<file path="config.mk">
export PLATFORM = sky130hd
export DESIGN_NAME = ling_prefix_adder
export DESIGN_NICKNAME = d
export VERILOG_FILES = /design/src/rtl/ling_prefix_adder.sv
export SDC_FILE = /design/constraint.sdc
export NUM_CORES = 1
export LEC_CHECK = 0
export ABC_AREA = 1
export BUFFER_PORTS_ARGS = -buffer_cell sky130_fd_sc_hd__buf_2
export CELL_PAD_IN_SITES_DETAIL_PLACEMENT = 0
export CELL_PAD_IN_SITES_GLOBAL_PLACEMENT = 2
export CORE_AREA = 2 2 56 58
export DETAILED_ROUTE_END_ITERATION = 8
export DIE_AREA = 0 0 58 60
export PLACE_DENSITY = 0.89
export RECOVER_POWER = 50
export SLEW_MARGIN = 40
export SYNTH_ARGS = -nofsm -noshare
export SYNTH_HDL_FRONTEND = slang
export SYNTH_SLANG_ARGS = --single-unit
</file>
<file path="constraint.sdc">
create_clock -name vclk -period 0.9
set_input_delay 0.135 -clock vclk [all_inputs]
set_output_delay 0.135 -clock vclk [all_outputs]
set_load 0.1 [all_outputs]
</file>
<file path="src/rtl/ling_prefix_adder.sv">
// Prefix tree over pseudo-carries k_i = g_i | p_{i-1} & k_{i-1}; c_i = p_i & k_i.
module ling_prefix_adder #(
  parameter int unsigned W = 8
) (
  input  logic [W-1:0] a_i,
  input  logic [W-1:0] b_i,
  output logic [W:0]   res_o
);
  localparam int unsigned LV = $clog2(W);

  logic [W-1:0] g, p, h, k, kp, pprev, s;

  assign g     = a_i & b_i;
  assign p     = a_i | b_i;
  assign h     = ~g & p;
  assign pprev = {p[W-2:0], 1'b0};

  for (genvar l = 0; l < LV; l++) begin : g_lvl
    localparam int unsigned D = 1 << l;
    logic [W-1:0] gi, pi, go, po;
    if (l == 0) begin : g_first
      assign gi = g;
      assign pi = pprev;
    end else begin : g_next
      assign gi = g_lvl[l-1].go;
      assign pi = g_lvl[l-1].po;
    end
    // spans reaching bit 0 already carry P=0, so zero shift-in is exact
    assign go = gi | (pi & (gi << D));
    assign po = pi & (pi << D);
  end

  assign k  = g_lvl[LV-1].go;
  assign kp = {k[W-2:0], 1'b0};

  always_comb begin
    for (int i = 0; i < W; i++) s[i] = kp[i] ? (h[i] ^ pprev[i]) : h[i];
  end

  assign res_o = {k[W-1] & p[W-1], s};
endmodule

</file>
=== Word-level counts from Yosys, hierarchy flattened ===
Index checks and enable logic that the tools add are counted.

* Register bits: 0
* Bits in latches: 0
* RAM bits: 0
* ROM bits: 0
* Input bits: 16
* Output and inout bits: 9
* Word-level logic and storage cells: 27
* Memories: 0

* Add/sub/neg operators: 0
* $mul: 0
* Divide/modulo/power cells: 0
* Magnitude comparators: 0
* Equal/unequal tests: 0
* Shift-type cells: 0
* Mux-type cells: 7
* Bitwise operators: 20
* Reductions and logical operators: 0

{| class="wikitable"
|+ Operators by type and width
! cell !! number
|-
| $and A8 B8 Y8 || 7
|-
| $or A8 B8 Y8 || 4
|-
| $not A8 Y8 || 1
|-
| $mux W1 || 7
|-
| $xor A1 B1 Y1 || 7
|-
| $and A1 B1 Y1 || 1
|}

=== Longest topological paths before layout ===
* Depth after elaboration: 8
* Depth in mapped cells: 9
* Gate-level depth less buffers: 9

=== Least setup slack after synthesis ===
Ideal clock, no wire load.

* Kind: input -> output
* Start point: in a_i[1]
* End point: out res_o[8]
* Arrival: 2.135 ns
* Data required time: 0.765 ns
* Setup slack: -1.370 ns
* Cell stages on the path: 7
* Buffers on the path: 0
* Path through: inv_1 > ha_1 > nor2_1 > nand2_1 > nand2_2 > nand2_1 > a21oi_1

* Word-level cells in the longest chain between the ends: 7
* Elaborated cells between the ends (all ways): 9
* Those cells by class: 9 x bitwise

{| class="wikitable"
|+ Ends and longest elaborated chain
! what !! RTL line !! RTL
|-
| from (decl) || 5 || <nowiki>input logic [W-1:0] a_i,</nowiki>
|-
| $or A8 B8 Y8 / $and A8 B8 Y8 (equally long branches) || 14, 13 ||
|-
| $and A8 B8 Y8 / $or A8 B8 Y8 (equally long branches) || 30, 29 ||
|-
| $and A8 B8 Y8 * || 29 || <nowiki>assign go = gi | (pi & (gi << D));</nowiki>
|-
| $or A8 B8 Y8 * || 29 ||
|-
| $and A8 B8 Y8 * || 29 ||
|-
| $or A8 B8 Y8 * || 29 ||
|-
| $and A1 B1 Y1 * || 40 || <nowiki>assign res_o = {k[W-1] & p[W-1], s};</nowiki>
|-
| to (decl) || 7 || <nowiki>output logic [W:0] res_o</nowiki>
|}

Mark *: on every way between the ends. The rest lies on a longest branch, timed or not.

=== Final worst setup path ===
* Start point: in a_i[4]
* End point: out res_o[6]

* Word-level cells in the longest chain between the ends: 6
* Elaborated cells between the ends (all ways): 11
* Those cells by class: 1 x mux; 10 x bitwise

{| class="wikitable"
|+ Ends and longest elaborated chain
! what !! RTL line !! RTL
|-
| $or A8 B8 Y8 / $and A8 B8 Y8 (equally long branches) || 14, 13 ||
|-
| $and A8 B8 Y8, on equally long branches || 29, 30 ||
|-
| $or A8 B8 Y8, or another cell as far along || 29 ||
|-
| $or A8 B8 Y8 / $and A8 B8 Y8 (equally long branches) || 29 ||
|-
| $or A8 B8 Y8 * || 29 ||
|-
| $mux W1 * || 37 || <nowiki>for (int i = 0; i < W; i++) s[i] = kp[i] ? (h[i] ^ pprev[i]) : h[i];</nowiki>
|}

Marked as above.

==> impl_metrics.tcl <==
set metrics [dict create \
    dr_total_vias 716 \
    syn_area_per_cell_um2 6.122 \
    path_class "in -> out" \
    cts_hold_buf 0 \
    wl_met2_um 981 \
    critPathBufInv 3 \
    period_minus_slack_ns 1.284 \
    drive_gt1_share_pct 79.71 \
    antenna_found_initial 0 \
    die_w_um 58 \
    clkbuf_count 0 \
    syn-cell-area_um2 630.6 \
    crit_chain "buf_4 -> inv_2 -> ha_4 -> nor2_4 -> o21ai_2 -> nand4_1 -> nand2_8 -> buf_12" \
    outcome "finished with violations" \
    cp_top_family "simple AND/OR/NAND/NOR gates" \
    place_area_um2 1310 \
    antenna_cells 0 \
    setup_viol 8 \
    synthCells 103 \
    wirelength_um 1627 \
    grt_pass1_wl_um 2739 \
    final_nets 176 \
    multi_input_area_um2 975.9 \
    power.density_nw_per_um2 999.4 \
    wl_met3_um 89 \
    via_per_inst 4.187 \
    final_cells 171 \
    dr.max_layer_used "met3" \
    gp_congestion 0.7257 \
    arrival_ns 1.15 \
    failed_checks "setup timing" \
    cpPeakStageDelay_ns 0.23 \
    grt_pass1_vias 697 \
    max_freq_mhz 779.0 \
    start_util_pct 21.72 \
    rsz0062_at_grt "true" \
    seqCellArea_um2 0 \
    max-cap-violations 0 \
    grt_max_degree 5 \
    ys_warn_count 0 \
    grt_remaining_overflow 0 \
    yosysTopAreaCell "ha_1" \
    io-pin-count 25 \
    critical_path.slowest_cell "nand4_1" \
    ant_nets 0 \
    drc_errors 0 \
    pre_cts_slack_ns -0.4919 \
    syn_to_final_growth_pct 153.0 \
    fin_ws_ns -0.3836 \
    grt_usage_pct 9.698 \
    numPortBuffers 25 \
    required_ns 0.76 \
    holdCritPathClass "in -> out" \
    wl_per_cell_um 9.515 \
    crit_path_start_kind "input port" \
    peakVddDrop_uv 720.7 \
    synth_cell_type_count 17 \
    wirelength_met1_um 556 \
    chipHeight_um 60 \
    first_pass_iters 2 \
    power.leakage_nw 0.7109 \
    ys_seq_area_share_pct 0 \
    syn-num-nets 139 \
    drt_iter0_drc 5 \
    final_cell_area_um2 1595 \
    netlist_top_cells_area "ha_1 (40%), inv_1 (17%), nand2_1 (14%)" \
    finalHoldViolCount 0 \
    cp-end-kind "output pin" \
    num_rows 20 \
    timing.slew.headroom_pct 84.06 \
    tightest_slew_ns 0.2373 \
    crit_fanout 4 \
    place_inst 168 \
    place_hpwl_um 1407 \
    period_share_pct 142.6 \
    nFlopsAndLatches 0 \
    core_um2 2903 \
    synth.top_cell.area_share_pct 39.68 \
    die_area_um2 3480 \
    finalSetupTns_ns -2.664 \
    drv_slew 0 \
    nFillCells 273 \
]
## final cells by class
cell class                      count  share of cell area (%)
Inverter                           28                   9.412
Multi-Input combinational cell     75                   61.18
Tap cell                           33                   2.588
Timing Repair Buffer               35                   26.82
## power by group
group / total, mW / internal (mW) / switching, mW
registers: 0 / 0 / 0
logic: 1.59 / 0.654 / 0.940
clock network: 0 / 0 / 0
## layer usage
layer	vias up	track usage (%)
met2	17	20.78
met5	-	0
met4	0	0
li1	376	-
met1	323	10.58
met3	0	1.082
## per-stage QoR
step / total power [mW] / util (%) / hold WS (ns)
floorplan: 0.9919 / - / 0.5737
global placement: 1.422 / 45.13 / 0.7526
detailed placement: 1.440 / 45.13 / 0.7609
CTS: 1.524 / 50.00 / 0.7115
global route: 1.673 / 54.96 / 0.7527
finish: 1.594 / 54.96 / 0.7452
## worst paths after layout
check	from	end	slack (ns)	depth (start not counted)
max	a_i[4]	res_o[6]	-0.38	8
min	a_i[0]	res_o[0]	0.75	4
## synth_stat cells
cell	n
ha_1	20
xor2_1	2
o21bai_1	1
nand3_1	4
a21oi_2	1
nor3b_1	1
nor2_1	8
nand3b_1	2
nand2_2	2
o21ai_1	1
or2_2	1
a21oi_1	2
nand4_1	1
nand2_1	24
inv_1	28
nor2_2	2
xnor2_1	3
## worst min-delay path: cells and delay by family
family,cells,cell delay [ns]
adder cells (fa/ha/maj),1,0.11
buffers and inverters,3,0.36
## kinds of logic (layout without fill, tap and decap cells)
group / count (synthesis) / after routing / synth area share [%]
compound gates: 5 / 5 / 4.960
fa+ha+maj: 20 / 20 / 39.68
xor+xnor: 5 / 5 / 6.946
simple gates: 45 / 45 / 31.75
buf+inv: 28 / 63 / 16.67
## placed cells by master (no fill, tap or decap), drive strengths merged
cell    instances
a21oi           3
buf            35
ha             20
inv            28
nand2          26
nand3           4
nand3b          2
nand4           1
nor2           10
nor3b           1
o21ai           1
o21bai          1
or2             1
xnor2           3
xor2            2
## what timing repair did
action,CTS,global route
buffers inserted,2,1
pin swaps,18,17
endpoints found under the setup margin,9,8
resized for setup,34,34
No activity file was read; power rests on OpenSTA's default activity.
